[src/rtl/rs485_xact_pkg.sv]
package rs485_xact_pkg;

  typedef enum logic [2:0] {
    ST_IDLE,
    ST_SEND,
    ST_DRAIN,
    ST_GUARD,
    ST_WAIT,
    ST_DONE
  } xact_state_t;

  // One byte through the CRC register: xor the byte in, then shift eight times.
  function automatic logic [7:0] crc8_update(input logic [7:0] crc,
                                             input logic [7:0] data,
                                             input logic [7:0] poly);
    logic [7:0] c;
    c = crc ^ data;
    for (int i = 0; i < 8; i++) begin
      c = c[7] ? ((c << 1) ^ poly) : (c << 1);
    end
    return c;
  endfunction

  // Bits needed by a counter that runs from 0 to n-1.
  function automatic int cnt_width(input int n);
    return (n < 2) ? 1 : $clog2(n);
  endfunction

endpackage

[src/rtl/rs485_crc8_acc.sv]
module rs485_crc8_acc
  import rs485_xact_pkg::*;
#(
  parameter logic [7:0] POLY = 8'h07,
  parameter logic [7:0] INIT = 8'hFF
) (
  input  logic       clk,
  input  logic       rst_n,
  input  logic       clear,
  input  logic       en,
  input  logic [7:0] data,
  output logic [7:0] crc
);

  always_ff @(posedge clk or negedge rst_n) begin
    if (!rst_n) begin
      crc <= INIT;
    end else if (clear) begin
      crc <= INIT;
    end else if (en) begin
      crc <= crc8_update(crc, data, POLY);
    end
  end

endmodule

[src/rtl/rs485_byte_tx.sv]
module rs485_byte_tx
  import rs485_xact_pkg::*;
#(
  parameter int CLKS_PER_BIT = 200
) (
  input  logic       clk,
  input  logic       rst_n,
  input  logic       load,
  input  logic [7:0] data,
  output logic       ready,
  output logic       txd
);

  localparam int CW = cnt_width(CLKS_PER_BIT);
  localparam int SYM_BITS = 10;

  logic [SYM_BITS-1:0] shreg;
  logic [CW-1:0]       cnt;
  logic [3:0]          bitn;
  logic                bit_end;

  assign bit_end = (cnt == CW'(CLKS_PER_BIT - 1));
  assign txd     = ready ? 1'b1 : shreg[0];

  always_ff @(posedge clk or negedge rst_n) begin
    if (!rst_n) begin
      ready <= 1'b1;
      shreg <= '1;
      cnt   <= '0;
      bitn  <= '0;
    end else if (ready) begin
      if (load) begin
        shreg <= {1'b1, data, 1'b0};
        ready <= 1'b0;
        cnt   <= '0;
        bitn  <= '0;
      end
    end else if (bit_end) begin
      cnt   <= '0;
      shreg <= {1'b1, shreg[SYM_BITS-1:1]};
      if (bitn == 4'(SYM_BITS - 1)) begin
        ready <= 1'b1;
      end else begin
        bitn <= bitn + 1'b1;
      end
    end else begin
      cnt <= cnt + 1'b1;
    end
  end

endmodule

[src/rtl/rs485_byte_rx.sv]
module rs485_byte_rx
  import rs485_xact_pkg::*;
#(
  parameter int CLKS_PER_BIT = 200
) (
  input  logic       clk,
  input  logic       rst_n,
  input  logic       en,
  input  logic       rxd,
  output logic       valid,
  output logic [7:0] data,
  output logic       frame_err
);

  localparam int CW   = cnt_width(CLKS_PER_BIT);
  localparam int HALF = CLKS_PER_BIT / 2;

  typedef enum logic [1:0] {RX_IDLE, RX_START, RX_DATA, RX_STOP} rx_phase_t;

  rx_phase_t     phase;
  logic          rxd_m, rxd_s;
  logic [CW-1:0] cnt;
  logic [2:0]    bitn;
  logic [7:0]    sh;
  logic          full_bit;
  logic          half_bit;

  assign full_bit = (cnt == CW'(CLKS_PER_BIT - 1));
  assign half_bit = (cnt == CW'(HALF - 1));

  always_ff @(posedge clk or negedge rst_n) begin
    if (!rst_n) begin
      rxd_m <= 1'b1;
      rxd_s <= 1'b1;
    end else begin
      rxd_m <= rxd;
      rxd_s <= rxd_m;
    end
  end

  always_ff @(posedge clk or negedge rst_n) begin
    if (!rst_n) begin
      phase     <= RX_IDLE;
      cnt       <= '0;
      bitn      <= '0;
      sh        <= '0;
      valid     <= 1'b0;
      data      <= '0;
      frame_err <= 1'b0;
    end else begin
      valid <= 1'b0;
      if (!en) begin
        phase <= RX_IDLE;
      end else begin
        unique case (phase)
          RX_IDLE: begin
            if (!rxd_s) begin
              phase <= RX_START;
              cnt   <= '0;
            end
          end
          RX_START: begin
            if (half_bit) begin
              cnt   <= '0;
              bitn  <= '0;
              phase <= rxd_s ? RX_IDLE : RX_DATA;
            end else begin
              cnt <= cnt + 1'b1;
            end
          end
          RX_DATA: begin
            if (full_bit) begin
              cnt <= '0;
              sh  <= {rxd_s, sh[7:1]};
              if (bitn == 3'd7) begin
                phase <= RX_STOP;
              end else begin
                bitn <= bitn + 1'b1;
              end
            end else begin
              cnt <= cnt + 1'b1;
            end
          end
          RX_STOP: begin
            if (full_bit) begin
              valid     <= 1'b1;
              data      <= sh;
              frame_err <= !rxd_s;
              phase     <= RX_IDLE;
            end else begin
              cnt <= cnt + 1'b1;
            end
          end
          default: phase <= RX_IDLE;
        endcase
      end
    end
  end

endmodule

[src/rtl/rs485_xact_ctrl.sv]
module rs485_xact_ctrl
  import rs485_xact_pkg::*;
#(
  parameter int         CLKS_PER_BIT = 200,
  parameter int         FRAME_BYTES  = 28,
  parameter int         TIMEOUT_CLKS = 100000,
  parameter int         MAX_RETRIES  = 2,
  parameter logic [7:0] DELIM        = 8'h40,
  parameter logic [7:0] CRC_POLY     = 8'h07,
  parameter logic [7:0] CRC_INIT     = 8'hFF
) (
  input  logic                                  clk,
  input  logic                                  rst_n,
  input  logic                                  start,
  input  logic [(FRAME_BYTES-2)*8-1:0]          tx_body,
  input  logic                                  rs485_rxd,
  output logic                                  rs485_txd,
  output logic                                  rs485_de,
  output logic                                  busy,
  output logic                                  done,
  output logic                                  ok,
  output logic [$clog2(MAX_RETRIES+2)-1:0]      fail_count,
  output logic [FRAME_BYTES*8-1:0]              rx_frame
);

  localparam int BODY_BYTES = FRAME_BYTES - 2;
  localparam int LAST       = FRAME_BYTES - 1;
  localparam int ATTEMPTS   = MAX_RETRIES + 1;
  localparam int AW         = $clog2(MAX_RETRIES + 2);
  localparam int IW         = cnt_width(FRAME_BYTES);
  localparam int TW         = cnt_width(TIMEOUT_CLKS);
  localparam int GW         = cnt_width(CLKS_PER_BIT);

  xact_state_t                 state;
  logic [BODY_BYTES*8-1:0]     body_q;
  logic [IW-1:0]               idx;
  logic [IW-1:0]               rcnt;
  logic [TW-1:0]               tmo;
  logic [GW-1:0]               guard;
  logic [AW-1:0]               fails;
  logic                        reply_bad;
  logic [FRAME_BYTES*8-1:0]    rx_frame_q;

  logic       tx_ready, tx_load;
  logic [7:0] tx_byte, body_byte, crc_tx;
  logic       rx_valid, rx_frame_err;
  logic [7:0] rx_data, crc_rx;

  // Named event wires, also watched by the bound checker.
  logic bad_now;
  logic reply_done;
  logic reply_good;
  logic tmo_hit;
  logic attempt_fail;
  logic last_attempt;

  // ---------------------------------------------------------------- transmit
  always_comb begin
    body_byte = '0;
    for (int k = 0; k < BODY_BYTES; k++) begin
      if (idx == IW'(k + 1)) body_byte = body_q[8*k +: 8];
    end
  end

  always_comb begin
    if (idx == '0)                tx_byte = DELIM;
    else if (idx == IW'(LAST))    tx_byte = crc_tx;
    else                          tx_byte = body_byte;
  end

  assign tx_load = (state == ST_SEND) && tx_ready;

  rs485_byte_tx #(.CLKS_PER_BIT(CLKS_PER_BIT)) u_tx (
    .clk   (clk),
    .rst_n (rst_n),
    .load  (tx_load),
    .data  (tx_byte),
    .ready (tx_ready),
    .txd   (rs485_txd)
  );

  rs485_crc8_acc #(.POLY(CRC_POLY), .INIT(CRC_INIT)) u_crc_tx (
    .clk   (clk),
    .rst_n (rst_n),
    .clear (state != ST_SEND),
    .en    (tx_load && (idx != IW'(LAST))),
    .data  (tx_byte),
    .crc   (crc_tx)
  );

  // ----------------------------------------------------------------- receive
  rs485_byte_rx #(.CLKS_PER_BIT(CLKS_PER_BIT)) u_rx (
    .clk       (clk),
    .rst_n     (rst_n),
    .en        (state == ST_WAIT),
    .rxd       (rs485_rxd),
    .valid     (rx_valid),
    .data      (rx_data),
    .frame_err (rx_frame_err)
  );

  rs485_crc8_acc #(.POLY(CRC_POLY), .INIT(CRC_INIT)) u_crc_rx (
    .clk   (clk),
    .rst_n (rst_n),
    .clear (state != ST_WAIT),
    .en    (rx_valid && (rcnt != IW'(LAST))),
    .data  (rx_data),
    .crc   (crc_rx)
  );

  assign bad_now      = rx_frame_err
                      || ((rcnt == '0) && (rx_data != DELIM))
                      || ((rcnt == IW'(LAST)) && (rx_data != crc_rx));
  assign reply_done   = (state == ST_WAIT) && rx_valid && (rcnt == IW'(LAST));
  assign reply_good   = reply_done && !reply_bad && !bad_now;
  assign tmo_hit      = (state == ST_WAIT) && (tmo == TW'(TIMEOUT_CLKS - 1)) && !reply_done;
  assign attempt_fail = (reply_done && !reply_good) || tmo_hit;
  assign last_attempt = (fails == AW'(ATTEMPTS - 1));

  always_ff @(posedge clk or negedge rst_n) begin
    if (!rst_n) begin
      rx_frame_q <= '0;
    end else if (state == ST_GUARD) begin
      rx_frame_q <= '0;
    end else if ((state == ST_WAIT) && rx_valid) begin
      for (int k = 0; k < FRAME_BYTES; k++) begin
        if (rcnt == IW'(k)) rx_frame_q[8*k +: 8] <= rx_data;
      end
    end
  end

  // --------------------------------------------------------------- sequencer
  always_ff @(posedge clk or negedge rst_n) begin
    if (!rst_n) begin
      state      <= ST_IDLE;
      body_q     <= '0;
      idx        <= '0;
      rcnt       <= '0;
      tmo        <= '0;
      guard      <= '0;
      fails      <= '0;
      reply_bad  <= 1'b0;
      ok         <= 1'b0;
      fail_count <= '0;
    end else begin
      unique case (state)
        ST_IDLE: begin
          if (start) begin
            body_q <= tx_body;
            fails  <= '0;
            idx    <= '0;
            state  <= ST_SEND;
          end
        end
        ST_SEND: begin
          if (tx_load) begin
            if (idx == IW'(LAST)) state <= ST_DRAIN;
            else                  idx   <= idx + 1'b1;
          end
        end
        ST_DRAIN: begin
          if (tx_ready) begin
            guard <= '0;
            state <= ST_GUARD;
          end
        end
        ST_GUARD: begin
          if (guard == GW'(CLKS_PER_BIT - 1)) begin
            tmo       <= '0;
            rcnt      <= '0;
            reply_bad <= 1'b0;
            state     <= ST_WAIT;
          end else begin
            guard <= guard + 1'b1;
          end
        end
        ST_WAIT: begin
          tmo <= tmo + 1'b1;
          if (rx_valid) begin
            rcnt      <= rcnt + 1'b1;
            reply_bad <= reply_bad | bad_now;
          end
          if (reply_good) begin
            ok         <= 1'b1;
            fail_count <= fails;
            state      <= ST_DONE;
          end else if (attempt_fail) begin
            fails <= fails + 1'b1;
            if (last_attempt) begin
              ok         <= 1'b0;
              fail_count <= fails + 1'b1;
              state      <= ST_DONE;
            end else begin
              idx   <= '0;
              state <= ST_SEND;
            end
          end
        end
        ST_DONE: state <= ST_IDLE;
        default: state <= ST_IDLE;
      endcase
    end
  end

  assign rs485_de = (state == ST_SEND) || (state == ST_DRAIN) || (state == ST_GUARD);
  assign busy     = (state != ST_IDLE);
  assign done     = (state == ST_DONE);
  assign rx_frame = rx_frame_q;

endmodule

[config.mk]
export PLATFORM = sky130hd
export DESIGN_NAME = rs485_xact_ctrl
export DESIGN_NICKNAME = d
export VERILOG_FILES = /design/src/rtl/rs485_xact_pkg.sv /design/src/rtl/rs485_crc8_acc.sv /design/src/rtl/rs485_byte_tx.sv /design/src/rtl/rs485_byte_rx.sv /design/src/rtl/rs485_xact_ctrl.sv
export SDC_FILE = /design/constraint.sdc
export NUM_CORES = 1
export LEC_CHECK = 0
export BUFFER_PORTS_ARGS = -buffer_cell sky130_fd_sc_hd__buf_2
export CELL_PAD_IN_SITES_DETAIL_PLACEMENT = 1
export CELL_PAD_IN_SITES_GLOBAL_PLACEMENT = 1
export CORE_MARGIN = 3
export CORE_UTILIZATION = 47
export DETAILED_ROUTE_END_ITERATION = 12
export PLACE_DENSITY_LB_ADDON = 0.05
export SYNTH_ARGS = -nofsm -noshare
export SYNTH_HDL_FRONTEND = slang
export SYNTH_SLANG_ARGS = --single-unit
[constraint.sdc]
create_clock -name clk -period 10.8 [get_ports clk]
set_clock_uncertainty 0.1 [all_clocks]
set_input_delay 1.08 -clock clk [delete_from_list [all_inputs] [get_ports clk]]
set_output_delay 1.08 -clock clk [all_outputs]
set_load 0.05 [all_outputs]
# Yosys cells after proc, flatten, opt, wreduce, memory -nomap -nowiden
# Cells that the tools add are included.
# W data, S select, Z words.
[classes]
n_eq_ne = 100
n_reduce_logical = 109
muxes = 150
bitwise = 19
order_cmp = 0
n_addsub = 9
shifts = 0
n_div = 0
multipliers = 0
[ops]
columns = ["operator", "n"]
rows = [
  ["$mux W8", 69],
  ["$mux W224", 2],
  ["$eq A5 B5 Y1 const B", 24],
  ["$mux W3", 27],
  ["$eq A5 B4 Y1 const B", 16],
  ["$reduce_bool A2 Y1", 38],
  ["$reduce_and A2 Y1", 31],
  ["$not A3 Y3", 16],
  ["$eq A5 B3 Y1 const B", 8],
  ["$mux W5", 8],
  ["$pmux W17 S2", 1],
  ["$pmux W8 S4", 1],
  ["$mux W10", 3],
  ["$ne A2 B2 Y1 const B", 14],
  ["$mux W2", 13],
  ["$add A8 B1 Y8 const B", 3],
  ["$eq A8 B8 Y1 const B", 3],
  ["$ne A3 B3 Y1 const B", 7],
  ["$reduce_and A3 Y1", 7],
  ["$eq A5 B2 Y1 const B", 4],
  ["$add A17 B1 Y17 const B", 1],
  ["$eq A17 B17 Y1 const B", 1],
  ["$mux W17", 1],
  ["$mux W4", 4],
  ["other kinds (39)", 85],
]
[totals]
register_bits = 548
memories = 0
out_inout_bits = 231
input_bits = 212
latchBits = 0
ramBits = 0
romBits = 0
word_cells = 440

# Longest topological paths before layout
[logic_depth]
depth_word = 48
depth_mapped = 19
mapped_depth_nobuf = 14

# Cells and area by module
# Synthesis repeated with hierarchy kept, for this count alone.
[hier_totals]
hier_cells = 2506
hier_area_um2 = 26250.2
[modules_own_cells]
columns = ["module", "area_each_um2", "cells_per_inst", "instances"]
rows = [
  ["rs485_xact_ctrl", 22297.6, 2160, 1],
  ["rs485_byte_rx", 1514.0, 125, 1],
  ["rs485_crc8_acc", 634.4, 52, 2],
  ["rs485_byte_tx", 1169.9, 117, 1],
]

# Worst setup path before layout
# Ideal clock, no wire load.
[synth_path]
path_type = "reg-to-reg"
startpoint = "register idx[0]"
endpoint = "register u_crc_tx.crc[6]"
setup_slack_ns = 7.085
setup_time_ns = 0.075
path_buffers = 6
path_stages_with_launch = 19
t_arrival_ns = 3.540
cell_sequence = "dfrtp_1 ha_1 buf_2 buf_2 buf_2 buf_2 and3_1 ha_1 buf_2 clkbuf_1 o31ai_1 o211ai_1 a311oi_1 nor2_1 or3_1 o21ai_2 xnor2_2 mux2i_1 mux2i_1"
[synth_via]
elab_chain_len = 37
elab_cells_between_ends = 67
[synth_rtl]
columns = ["item", "line_no", "source"]
rows = [
  ["start, declared", "rs485_xact_ctrl.sv:36", "logic [IW-1:0] idx;"],
  ["start signal, assigned", "rs485_xact_ctrl.sv:158", "else idx <= idx + 1'b1;"],
  ["$eq A5 B1 Y1", "rs485_xact_ctrl.sv:61", "if (idx == IW'(k + 1)) body_byte = body_q[8*k +: 8];"],
  ["$mux W8 (26 in series)", "rs485_xact_ctrl.sv:61", ""],
  ["$mux W8", "rs485_xact_ctrl.sv:67", "else if (idx == IW'(LAST)) tx_byte = crc_tx;"],
  ["$mux W8", "rs485_xact_ctrl.sv:66", "if (idx == '0) tx_byte = DELIM;"],
  ["$xor A8 B8 Y8", "rs485_xact_pkg.sv:17", "c = crc ^ data;"],
  ["$mux W3", "rs485_xact_pkg.sv:19", "c = c[7] ? ((c << 1) ^ poly) : (c << 1);"],
  ["$not A3 Y3 (no line)", "n/a", ""],
  ["$mux W3", "rs485_xact_pkg.sv:19", ""],
  ["$not A3 Y3 (no line)", "n/a", ""],
  ["$mux W3", "rs485_xact_pkg.sv:19", ""],
  ["$mux W8", "rs485_crc8_acc.sv:20", "end else if (en) begin"],
  ["$mux W8", "rs485_crc8_acc.sv:18", "end else if (clear) begin"],
  ["end signal, assigned", "rs485_crc8_acc.sv:21", "crc <= crc8_update(crc, data, POLY);"],
  ["end, declared", "rs485_crc8_acc.sv:12", "output logic [7:0] crc"],
]
# Parallel ways exist; a longest one is shown, timed or not. The select of a mux whose other input is x is not followed.
# A chain may end at the register's enable or synchronous reset.

# Worst setup path after layout
# Same ends and word-level chain as after synthesis.

==> results.sh <==
export IMPL_p_int_uw=3434
export IMPL_clk_latency_ns=0.63
export IMPL_cts_resized=0
export IMPL_die_x_um=242.2
export IMPL_post_cts_buffers=0
export IMPL_grtUsageTotal=0.3088
export IMPL_layout_min_cycle_time_ns=4.768
export IMPL_drive_gt1_frac=0.2764
export IMPL_place_area_um2=28800
export IMPL_rsz0062_at_grt="no"
export IMPL_finalSetupViolCount=0
export IMPL_hold_viol=0
export IMPL_grt_max_degree=227
export IMPL_htree_levels=2
export IMPL_crit_fanout=27
export IMPL_rows=85
export IMPL_synthSimpleGateAreaFrac=0.1771
export IMPL_core_area_um2=54450
export IMPL_cp_required_ns=11.25
export IMPL_postCtsHoldBufs=0
export IMPL_p_comb_frac=0.035
export IMPL_path_clk_slew_ns=0.06
export IMPL_maxSlewViolCount=0
export IMPL_synth_compound_area_frac=0.1286
export IMPL_post_route_period_util=0.4414
export IMPL_tightest_slew_ns=1.307
export IMPL_crit_path_start_kind="flop"
export IMPL_reg2regPathDepth=13
export IMPL_io_buffers=442
export IMPL_initial_utilization=0.4814
export IMPL_ys_seq_elements=547
export IMPL_ff_latch_area_um2=13730
export IMPL_avgViaCountPerCell=5.919
export IMPL_clockBufferDepth=3
export IMPL_grt_pass1_vias=23610
export IMPL_synth_xor_area_frac=0.01966
export IMPL_max_cap_viol_count=0
export IMPL_clock_sinks=547
export IMPL_die_h_um=242.2
export IMPL_synthFlopType="dfrtp_1"
export IMPL_synthArstFlopShare=1.000
export IMPL_cts_tree="yes"
export IMPL_max_freq_mhz=209.7
export IMPL_slew_limit_headroom=0.1169
export IMPL_leakage_uw=0.01478
export IMPL_root_buffer="clkbuf_16"
export IMPL_drt_total_wl_um=92200
export IMPL_yosysUniqueCellTypes=92
export IMPL_fin_area_um2=30840
export IMPL_antenna_found_initial=1
export IMPL_placedCellCount=3675
export IMPL_nets=3230
export IMPL_pin_count=443
export IMPL_min_path_type="flop to flop"
export IMPL_cp_arrival_ns=5.22
export IMPL_synth_seq_area_share=0.5235
export IMPL_outcome="finished, final reports clean"
export IMPL_final_util=0.5664
export IMPL_synth_edf_count=0
export IMPL_cp_end_kind="flop"
export IMPL_drt_initial_drc_count=1765
export IMPL_power_switching_uw=983.0
export IMPL_cts_made_buffers=58
export IMPL_postRouteAntennaNets=0
export IMPL_hpwl_um=63220
export IMPL_path_class="flop to flop"
export IMPL_grt_overflow_total=0
export IMPL_syn_area_um2=26210
export IMPL_multi_input_area_um2=11460
export IMPL_final_cell_mix="dfrtp_1, nand2_1, buf_2, a21oi_1, mux2_2"
export IMPL_whs_path_depth=0
export IMPL_power_share_sequential=0.482
export IMPL_synth_mux_area_frac=0.1007
export IMPL_syn_nets=2893
export IMPL_ir_drop_mv=0.1152
export IMPL_syn2layout_area_growth_pct=17.65
export IMPL_clkPwrFrac=0.483
export IMPL_yosys_warnings=0
export IMPL_nFillCells=6148
export IMPL_grt_pass1_wl_um=143300
export IMPL_postSynthCellCount=2659
export IMPL_routedWlPerCell_um=24.37
export IMPL_place_congestion=0.9751
export IMPL_finalNonFillerCells=3783
export IMPL_die_area_um2=58640
export IMPL_first_pass_iters=6
export IMPL_powerDensity_nw_per_um2=143.2
export IMPL_total_power_uw=4417
export IMPL_vias=22390
export IMPL_setup_tns_final_ns=0
export IMPL_avgSynthCellArea_um2=9.859
export IMPL_p_sw_frac=0.2226
export IMPL_synth_top_family_by_area="simple AND/OR/NAND/NOR gates"
export IMPL_drc_errors=0
export IMPL_final_common_cell="dfrtp_1"
export IMPL_synthAdderAreaFrac=0.01050
## metal layers
metal,up-vias,routed length (um),share of wire,global-route usage
met2,783,43720,0.47,0.5025
li1,9991,-,-,-
met3,170,5664,0.061,0.04804
met1,11450,39840,0.43,0.4264
met5,-,13,0.00014,0
met4,2,2955,0.032,0.09777
## power groups by stage
stage / Clock, uW / Combinational, uW / Sequential (uW)
2_1_floorplan: 0 / 53.0 / 2140
3_3_place_gp: 0 / 149 / 2160
3_5_place_dp: 0 / 154 / 2160
4_1_cts: 2170 / 156 / 2130
5_1_grt: 2260 / 170 / 2130
6_report: 2140 / 153 / 2130
## critical path, stage by stage, from the launching register on
cell and delay, ns:
dfrtp_1 0.45, ha_1 0.64, buf_4 0.44, nand2_1 0.19, nor3_4 0.41, a21oi_1 0.08, a2111oi_0 0.94, o21ai_0 0.21
nor2_1 0.22, a21oi_1 0.13, o21ai_2 0.23, xnor2_2 0.16, mux2i_1 0.25, mux2i_1 0.21
## area by class of cell
class,count,area share
sequential,547,0.4451
multi-input combinational,1868,0.3717
timing repair buffer,476,0.08154
clock buffer,84,0.05481
tap,739,0.02998
clock inverter,23,0.01128
inverter,45,0.005477
antenna,1,0.00008114
## registers in the layout, summed over array words and instances (netlist names), 4 cells and up
signal / count
rx_frame: 224
body_q: 208
tmo: 17
u_tx.shreg: 9
guard: 8
u_crc_rx.crc: 8
u_crc_tx.crc: 8
u_rx.cnt: 8
u_rx.data: 8
u_rx.sh: 8
u_tx.cnt: 8
idx: 5
rcnt: 5
u_tx.bitn: 4
## path summary, 6_finish.rpt
check	startpoint	end	slack (ns)
worst max-delay path	idx[0]$_DFFE_PN0P_	u_crc_tx.crc[6]$_DFFE_PN1P_	6.03
worst min-delay path	u_rx.rxd_m$_DFF_PN1_	u_rx.rxd_s$_DFF_PN1_	0.26
worst max register to register	idx[0]$_DFFE_PN0P_	u_crc_tx.crc[6]$_DFFE_PN1P_	6.03
worst min register to register	u_rx.rxd_m$_DFF_PN1_	u_rx.rxd_s$_DFF_PN1_	0.26
max in group asynchronous	rst_n	rx_frame[206]$_DFFE_PN0P_	7.87
min in group asynchronous	rst_n	body_q[18]$_DFFE_PN0P_	0.38
## per-stage QoR
stage / hold slack, ns / worst slack (ns)
floorplan: 0.2452 / 7.085
global placement: 0.2473 / 6.436
detailed placement: 0.2493 / 6.187
CTS: 0.2585 / 6.180
global route: 0.2593 / 5.700
finish: 0.2592 / 6.032
## synth_stat cells (17+ instances only)
library cell  number  share of area
dfstp_2           28          0.028
mux2_2           201          0.086
mux2i_1           35          0.013
nand2_1          465          0.067
dfrtp_1          519           0.50
xnor2_1           28         0.0094
ha_1              22          0.011
nand3_1          191          0.036
and3_1            17         0.0041
o21ai_0          126          0.024
nor3_1            31         0.0059
nand4_1           20         0.0048
buf_2             30         0.0057
inv_1             43         0.0062
nand4b_1          19         0.0063
xor2_1            19         0.0063
nor2_1           123          0.018
a21oi_1          282          0.054
clkbuf_1         143          0.020
## cell families after synthesis
family,count (synthesis)
compound gates,570
buf+inv,244
xor+xnor,53
fa+ha+maj,22
flops,547
mux,238
simple gates,985
Power figures use the tool's default switching activity.
